==> config.mk <==
export PLATFORM = sky130hd
export DESIGN_NAME = frame_fifo_pair
export DESIGN_NICKNAME = d
export VERILOG_FILES = /design/src/rtl/fifo_pair_pkg.sv /design/src/rtl/fill_decode.sv /design/src/rtl/frame_fifo.sv /design/src/rtl/srst_guard.sv /design/src/rtl/frame_fifo_pair.sv
export SDC_FILE = /design/constraint.sdc
export NUM_CORES = 1
export LEC_CHECK = 0
export ABC_AREA = 1
export CORE_ASPECT_RATIO = 0.75
export CORE_UTILIZATION = 55
export CTS_CLUSTER_SIZE = 12
export DETAILED_ROUTE_END_ITERATION = 10
export PLACE_DENSITY = 0.76
export SLEW_MARGIN = 20
export SYNTH_ARGS = -nofsm -noshare
export SYNTH_HDL_FRONTEND = slang
export SYNTH_SLANG_ARGS = --single-unit
==> constraint.sdc <==
create_clock -name clk -period 5.1 [get_ports clk]
set_clock_uncertainty 0.05 [all_clocks]
set_input_delay 1.02 -clock clk [delete_from_list [all_inputs] [get_ports clk]]
set_output_delay 1.02 -clock clk [all_outputs]
set_load 0.02 [all_outputs]
==> src/rtl/fifo_pair_pkg.sv <==
package fifo_pair_pkg;
  parameter int unsigned DEF_FRAME_W = 9;
  parameter int unsigned DEF_DEPTH   = 8;

  typedef struct packed {
    logic half;
    logic full;
    logic ovf;
  } fifo_flags_t;
endpackage

==> src/rtl/fill_decode.sv <==
module fill_decode #(
  parameter int unsigned DEPTH   = 8,
  parameter int unsigned HALF_AT = 4,
  localparam int unsigned CNT_W  = $clog2(DEPTH + 1),
  localparam int unsigned LVL_W  = $clog2(DEPTH)
) (
  input  logic [CNT_W-1:0] count,
  output logic [LVL_W-1:0] level,
  output logic             half,
  output logic             full
);
  always_comb begin
    level = count[LVL_W-1:0];
    half  = (count >= CNT_W'(HALF_AT));
    full  = (count == CNT_W'(DEPTH));
  end
endmodule

==> src/rtl/frame_fifo.sv <==
module frame_fifo
  import fifo_pair_pkg::*;
#(
  parameter int unsigned W       = DEF_FRAME_W,
  parameter int unsigned DEPTH   = DEF_DEPTH,
  parameter int unsigned HALF_AT = DEF_DEPTH / 2,
  localparam int unsigned PTR_W  = $clog2(DEPTH),
  localparam int unsigned CNT_W  = $clog2(DEPTH + 1)
) (
  input  logic             clk,
  input  logic             rst_n,
  input  logic             en,
  input  logic             flush,
  input  logic             in_valid,
  output logic             in_ready,
  input  logic [W-1:0]     in_data,
  output logic             out_valid,
  input  logic             out_ready,
  output logic [W-1:0]     out_data,
  output logic [PTR_W-1:0] level,
  output fifo_flags_t      flags
);
  logic [W-1:0]     mem [DEPTH];
  logic [PTR_W-1:0] wr_ptr, rd_ptr;
  logic [CNT_W-1:0] count;
  logic [W-1:0]     last_q;
  logic             ovf_q;
  logic             is_full, is_half, is_empty;
  logic             push_ok, pop_ok, drop;

  function automatic logic [PTR_W-1:0] next_ptr(input logic [PTR_W-1:0] p);
    return (p == PTR_W'(DEPTH - 1)) ? '0 : p + 1'b1;
  endfunction

  fill_decode #(.DEPTH(DEPTH), .HALF_AT(HALF_AT)) u_dec (
    .count (count),
    .level (level),
    .half  (is_half),
    .full  (is_full)
  );

  always_comb begin
    is_empty  = (count == '0);
    in_ready  = en & ~is_full;
    out_valid = en & ~is_empty;
    push_ok   = in_valid & in_ready & ~flush;
    pop_ok    = out_valid & out_ready & ~flush;
    drop      = en & in_valid & is_full & ~flush;
    out_data  = is_empty ? last_q : mem[rd_ptr];
    flags     = '{half: is_half, full: is_full, ovf: ovf_q};
  end

  always_ff @(posedge clk) begin
    if (push_ok) mem[wr_ptr] <= in_data;
  end

  always_ff @(posedge clk or negedge rst_n) begin
    if (!rst_n) begin
      wr_ptr <= '0;
      rd_ptr <= '0;
      count  <= '0;
      last_q <= '0;
      ovf_q  <= 1'b0;
    end else if (flush) begin
      wr_ptr <= '0;
      rd_ptr <= '0;
      count  <= '0;
      ovf_q  <= 1'b0;
    end else begin
      if (push_ok) wr_ptr <= next_ptr(wr_ptr);
      if (pop_ok) begin
        rd_ptr <= next_ptr(rd_ptr);
        last_q <= mem[rd_ptr];
      end
      unique case ({push_ok, pop_ok})
        2'b10:   count <= count + 1'b1;
        2'b01:   count <= count - 1'b1;
        default: count <= count;
      endcase
      if (drop) ovf_q <= 1'b1;
    end
  end

  AST_COUNT_BOUND: assert property (@(posedge clk) disable iff (!rst_n)
    count <= CNT_W'(DEPTH)) else $error("count above depth");

  AST_DROP_WHEN_FULL: assert property (@(posedge clk) disable iff (!rst_n)
    (en && in_valid && is_full && !out_ready && !flush)
      |=> (count == CNT_W'(DEPTH)) && ovf_q) else $error("full push not dropped");

  AST_EMPTY_POP_IDLE: assert property (@(posedge clk) disable iff (!rst_n)
    (en && is_empty && out_ready && !in_valid && !flush)
      |=> $stable(rd_ptr) && $stable(last_q) && (count == '0)) else $error("empty pop moved state");

  AST_DISABLED_FROZEN: assert property (@(posedge clk) disable iff (!rst_n)
    (!en && !flush) |=> $stable(count) && $stable(wr_ptr) && $stable(rd_ptr) && $stable(ovf_q))
    else $error("disabled queue changed");
endmodule

==> src/rtl/srst_guard.sv <==
module srst_guard (
  input  logic clk,
  input  logic rst_n,
  input  logic req,
  input  logic rx_holding,
  output logic flush,
  output logic busy_err
);
  always_comb flush = req & ~rx_holding;

  always_ff @(posedge clk or negedge rst_n) begin
    if (!rst_n)                busy_err <= 1'b0;
    else if (req && rx_holding) busy_err <= 1'b1;
    else if (flush)            busy_err <= 1'b0;
  end

  AST_REJECT_SETS_BUSY: assert property (@(posedge clk) disable iff (!rst_n)
    (req && rx_holding) |=> busy_err) else $error("refusal not flagged");
endmodule

==> src/rtl/frame_fifo_pair.sv <==
module frame_fifo_pair
  import fifo_pair_pkg::*;
#(
  parameter int unsigned W      = DEF_FRAME_W,
  parameter int unsigned DEPTH  = DEF_DEPTH,
  localparam int unsigned LVL_W = $clog2(DEPTH)
) (
  input  logic             clk,
  input  logic             rst_n,
  input  logic             tx_en,
  input  logic             rx_en,
  input  logic             soft_rst_req,
  output logic             busy_err,
  input  logic             tx_in_valid,
  output logic             tx_in_ready,
  input  logic [W-1:0]     tx_in_data,
  output logic             tx_out_valid,
  input  logic             tx_out_ready,
  output logic [W-1:0]     tx_out_data,
  output logic [LVL_W-1:0] tx_level,
  output logic             tx_half,
  output logic             tx_full,
  output logic             tx_ovf,
  input  logic             rx_in_valid,
  output logic             rx_in_ready,
  input  logic [W-1:0]     rx_in_data,
  output logic             rx_out_valid,
  input  logic             rx_out_ready,
  output logic [W-1:0]     rx_out_data,
  output logic [LVL_W-1:0] rx_level,
  output logic             rx_half,
  output logic             rx_full,
  output logic             rx_ovf
);
  fifo_flags_t tx_flags, rx_flags;
  logic        flush, rx_holding;

  frame_fifo #(.W(W), .DEPTH(DEPTH), .HALF_AT(DEPTH / 2)) u_tx (
    .clk, .rst_n, .en(tx_en), .flush,
    .in_valid(tx_in_valid), .in_ready(tx_in_ready), .in_data(tx_in_data),
    .out_valid(tx_out_valid), .out_ready(tx_out_ready), .out_data(tx_out_data),
    .level(tx_level), .flags(tx_flags)
  );

  frame_fifo #(.W(W), .DEPTH(DEPTH), .HALF_AT(DEPTH / 2)) u_rx (
    .clk, .rst_n, .en(rx_en), .flush,
    .in_valid(rx_in_valid), .in_ready(rx_in_ready), .in_data(rx_in_data),
    .out_valid(rx_out_valid), .out_ready(rx_out_ready), .out_data(rx_out_data),
    .level(rx_level), .flags(rx_flags)
  );

  always_comb begin
    rx_holding = (rx_level != '0) | rx_flags.full;
    tx_half    = tx_flags.half;
    tx_full    = tx_flags.full;
    tx_ovf     = tx_flags.ovf;
    rx_half    = rx_flags.half;
    rx_full    = rx_flags.full;
    rx_ovf     = rx_flags.ovf;
  end

  srst_guard u_guard (
    .clk, .rst_n, .req(soft_rst_req), .rx_holding, .flush, .busy_err
  );

  AST_FLUSH_EMPTIES: assert property (@(posedge clk) disable iff (!rst_n)
    flush |=> (tx_level == '0) && !tx_full && (rx_level == '0) && !rx_full && !tx_ovf && !rx_ovf && !busy_err)
    else $error("flush left data");
endmodule

==> metrics.md <==
| Metric | Value |
|---|---|
| Crit path kind | `flop to output pin` |
| Vias | `5800` |
| Top-level port count | `62` |
| Hpwl dp | `11.65 mm` |
| EDFF count, synth | `144` |
| Cell repeated most along the worst path | `nand3_1` |
| All-Layer GR Usage | `26.35%` |
| Initial Util | `57.61%` |
| Clock slew seen by the registers of the worst setup and hold paths | `70 ps` |
| Row count | `37` |
| Synth cell types | `25` |
| Ys flop type | `edfxtp_1` |
| Final Max Tran Viols | `0` |
| Pleak | `3.692 nW` |
| Mapped Nets | `812` |
| GR Overflow Total | `0` |
| Layout area overhead | `15.23%` |
| Post-synthesis sequential area ratio | `66.20%` |
| First-pass GRT wire length | `29.22 mm` |
| DP Area | `8736 um^2` |
| Critical-path top delay cell | `inv_1` |
| Final setup viols | `0` |
| Fin. Hold Viols | `0` |
| Wire per inst | `18.10 um` |
| Crit path required time | `4030 ps` |
| Vias per cell | `5.648` |
| CP Cell Sequence | `buf_4 > inv_1 > o21ai_0 > nand3_1 > nand3_1 > nand2_1 > clkdlybuf4s50_1` |
| DR iter-0 viols | `532` |
| Mapped Area | `8082 um^2` |
| Filler Cell Count | `1012` |
| Router iterations before antenna repair | `5` |
| Grt met2 use | `40.57%` |
| Syn_area_per_cell | `10.50 um^2` |
| Clock sinks | `185` |
| Power per cell area | `541.8 nW/um^2` |
| Met1 Resource Use GR | `36.85%` |
| Critical path launch point type | `flop` |
| DRC | `0` |
| # Post-CTS Setup Buffers | `0` |
| GRT busiest layer | `met2` |
| Maximum fanout along the worst path | `39` |
| Post-CTS sizing | `0` |
| Type of the worst min-delay path | `flop to flop` |
| Area of the multi-input gates | `2357 um^2` |
| Clock Path Buffers | `2` |
| CP peak stage delay | `780 ps` |
| CP arrival | `3050 ps` |
| TritonCTS Buffers | `17` |
| Slew HR | `22.25%` |
| Post-CTS Hold Fix Bufs | `0` |
| Crit path time final | `4115 ps` |
| Clock Tree Root | `clkbuf_16` |
| Asr flop ratio synth | `22.16%` |
| Cell area after layout | `9313 um^2` |
| Least-Margin Pin Slew | `1162 ps` |
| Synthesized flop and latch total | `185` |
| Max Cap Viol | `0` |
| Met3 Use GR | `5.940%` |
| Setup_tns | `0 ps` |
| F_max | `0.2430 GHz` |
| Antenna violations before repair | `0` |
| Clock latency on the worst-skew pair | `430 ps` |
| Final core utilization | `66.39%` |
| Ratio of cells with drive above 1 in the final layout | `6.731%` |
| Core area | `14030 um^2` |
| Largest net degree at the start of global routing | `42` |
| IO Port Bufs | `61` |
| Number of global-route vias before repair | `5659` |
| Die Area | `15190 um^2` |
| RSZ-0062 raised after global routing | `false` |
| GP Congestion | `0.8363` |
| Endpoint class of the critical path | `output pin` |
| Die width | `142.0 um` |
| Post-synthesis cell count | `770` |
| Reg area | `5350 um^2` |
| Ant diodes | `0` |
| Nets | `861` |
| YS warnings | `0` |
| CTS tree | `yes` |
| Status | `complete, no violations` |
| Peak VDD IR | `0.2735 mV` |
| Final period util | `80.69%` |
| WL final | `18.59 mm` |
| H-tree depth | `4` |
| ANT nets after route | `0` |
| DIE HEIGHT | `107.0 um` |
[power by group]
part	switching (mW)	internal [mW]	leakage [nW]
registers	0.139	1.82	1.83
clock network	0.555	0.720	0.272
logic	1.15	0.659	1.59
[area by class of cell]
| cell class | count | share of cell area (%) |
|---|---|---|
| clock buffer | 20 | 4.689 |
| inverter | 43 | 1.733 |
| multi-input combinational | 507 | 25.31 |
| sequential | 185 | 57.45 |
| timing repair buffer | 65 | 6.852 |
| tap | 195 | 2.620 |
| clock inverter | 12 | 1.344 |
[worst paths after layout]
path	startpoint	end	cells after the start	slack (ps)
worst min register to register	u_rx.last_q[2]	u_rx.last_q[2]	2	430
worst min-delay path	u_rx.last_q[2]	u_rx.last_q[2]	2	430
worst max register to register	u_rx.count[1]	u_rx.count[2]	12	1810
min in group asynchronous	rst_n	u_rx.last_q[0]	1	540
max in group asynchronous	rst_n	u_tx.wr_ptr[1]	1	4060
worst max-delay path	u_rx.rd_ptr[0]	rx_out_data[6]	7	980
[Yosys cell counts, types with 3 or more instances]
| cell type | n | area, um^2 |
|---|---|---|
| dfrtp_1 | 41 | 1026 |
| inv_1 | 32 | 120.1 |
| nor2_2 | 4 | 25.02 |
| ha_1 | 15 | 187.7 |
| nor2_1 | 173 | 649.4 |
| clkbuf_1 | 5 | 18.77 |
| clkinv_1 | 4 | 15.01 |
| o21ai_0 | 70 | 350.3 |
| edfxtp_1 | 144 | 4324 |
| xor2_1 | 5 | 43.79 |
| o21ai_1 | 17 | 85.08 |
| buf_6 | 3 | 33.78 |
| inv_2 | 7 | 26.28 |
| buf_2 | 12 | 60.06 |
| buf_4 | 15 | 112.6 |
| nand2_2 | 3 | 18.77 |
| nand3_1 | 83 | 415.4 |
| nand2_1 | 126 | 473.0 |
[sequential cells by signal, summed over array words and instances (netlist names), 3 cells and up]
| name | cells |
|---|---|
| u_rx.wr_ptr | 3 |
| u_tx.count | 4 |
| u_rx.rd_ptr | 3 |
| u_tx.last_q | 9 |
| u_tx.mem | 72 |
| u_tx.rd_ptr | 3 |
| u_tx.wr_ptr | 3 |
| u_rx.last_q | 9 |
| u_rx.mem | 72 |
| u_rx.count | 4 |
[worst max-delay path, delay by kind of cell (launching register included)]
kind            cells  cell delay [ps]
buf+inv             3             1640
flops               1              360
simple gates        3              350
compound gates      1              240
[cells in the final DEF, fill, tap and decap left out, types with 15 or more instances in the layout]
| cell type | instances |
|---|---|
| nor2_1 | 168 |
| edfxtp_1 | 144 |
| o21ai_0 | 70 |
| nand3_1 | 83 |
| nand2_1 | 126 |
| clkbuf_16 | 17 |
| o21ai_1 | 17 |
| clkdlybuf4s50_1 | 60 |
| dfrtp_1 | 41 |
| inv_1 | 32 |
| ha_1 | 15 |
[per-stage QoR]
| step | setup WS (ps) | std cells | hold slack (ps) | power [mW] |
|---|---|---|---|---|
| 3_3_place_gp | 1366 | 995 | 414.1 | 3.707 |
| 5_1_grt | 720.2 | 1027 | 462.7 | 5.309 |
| 4_1_cts | 986.2 | 1027 | 433.9 | 5.041 |
| 3_5_place_dp | 1272 | 995 | 415.9 | 3.760 |
| 2_1_floorplan | 2534 | 770 | 399.4 | 3.133 |
| 6_report | 984.6 | 1027 | 434.6 | 5.046 |
[logic make-up after synthesis]
family	Yosys count	share of synthesized area, %
AND/OR/NAND/NOR	394	20.30
flip-flops	185	66.20
AO/OA/AOI/OAI	93	5.852
buffers and inverters	78	4.784
adder cells (fa/ha/maj)	15	2.322
XOR/XNOR	5	0.5419
[per-layer routing]
| metal | vias up | part of all wire (%) |
|---|---|---|
| li1 | 2708 | - |
| met3 | 30 | 7.6 |
| met1 | 2788 | 43 |
| met2 | 274 | 48 |
| met4 | 0 | 1.6 |
| met5 | - | 0 |
No activity file was read; power rests on OpenSTA's default activity.
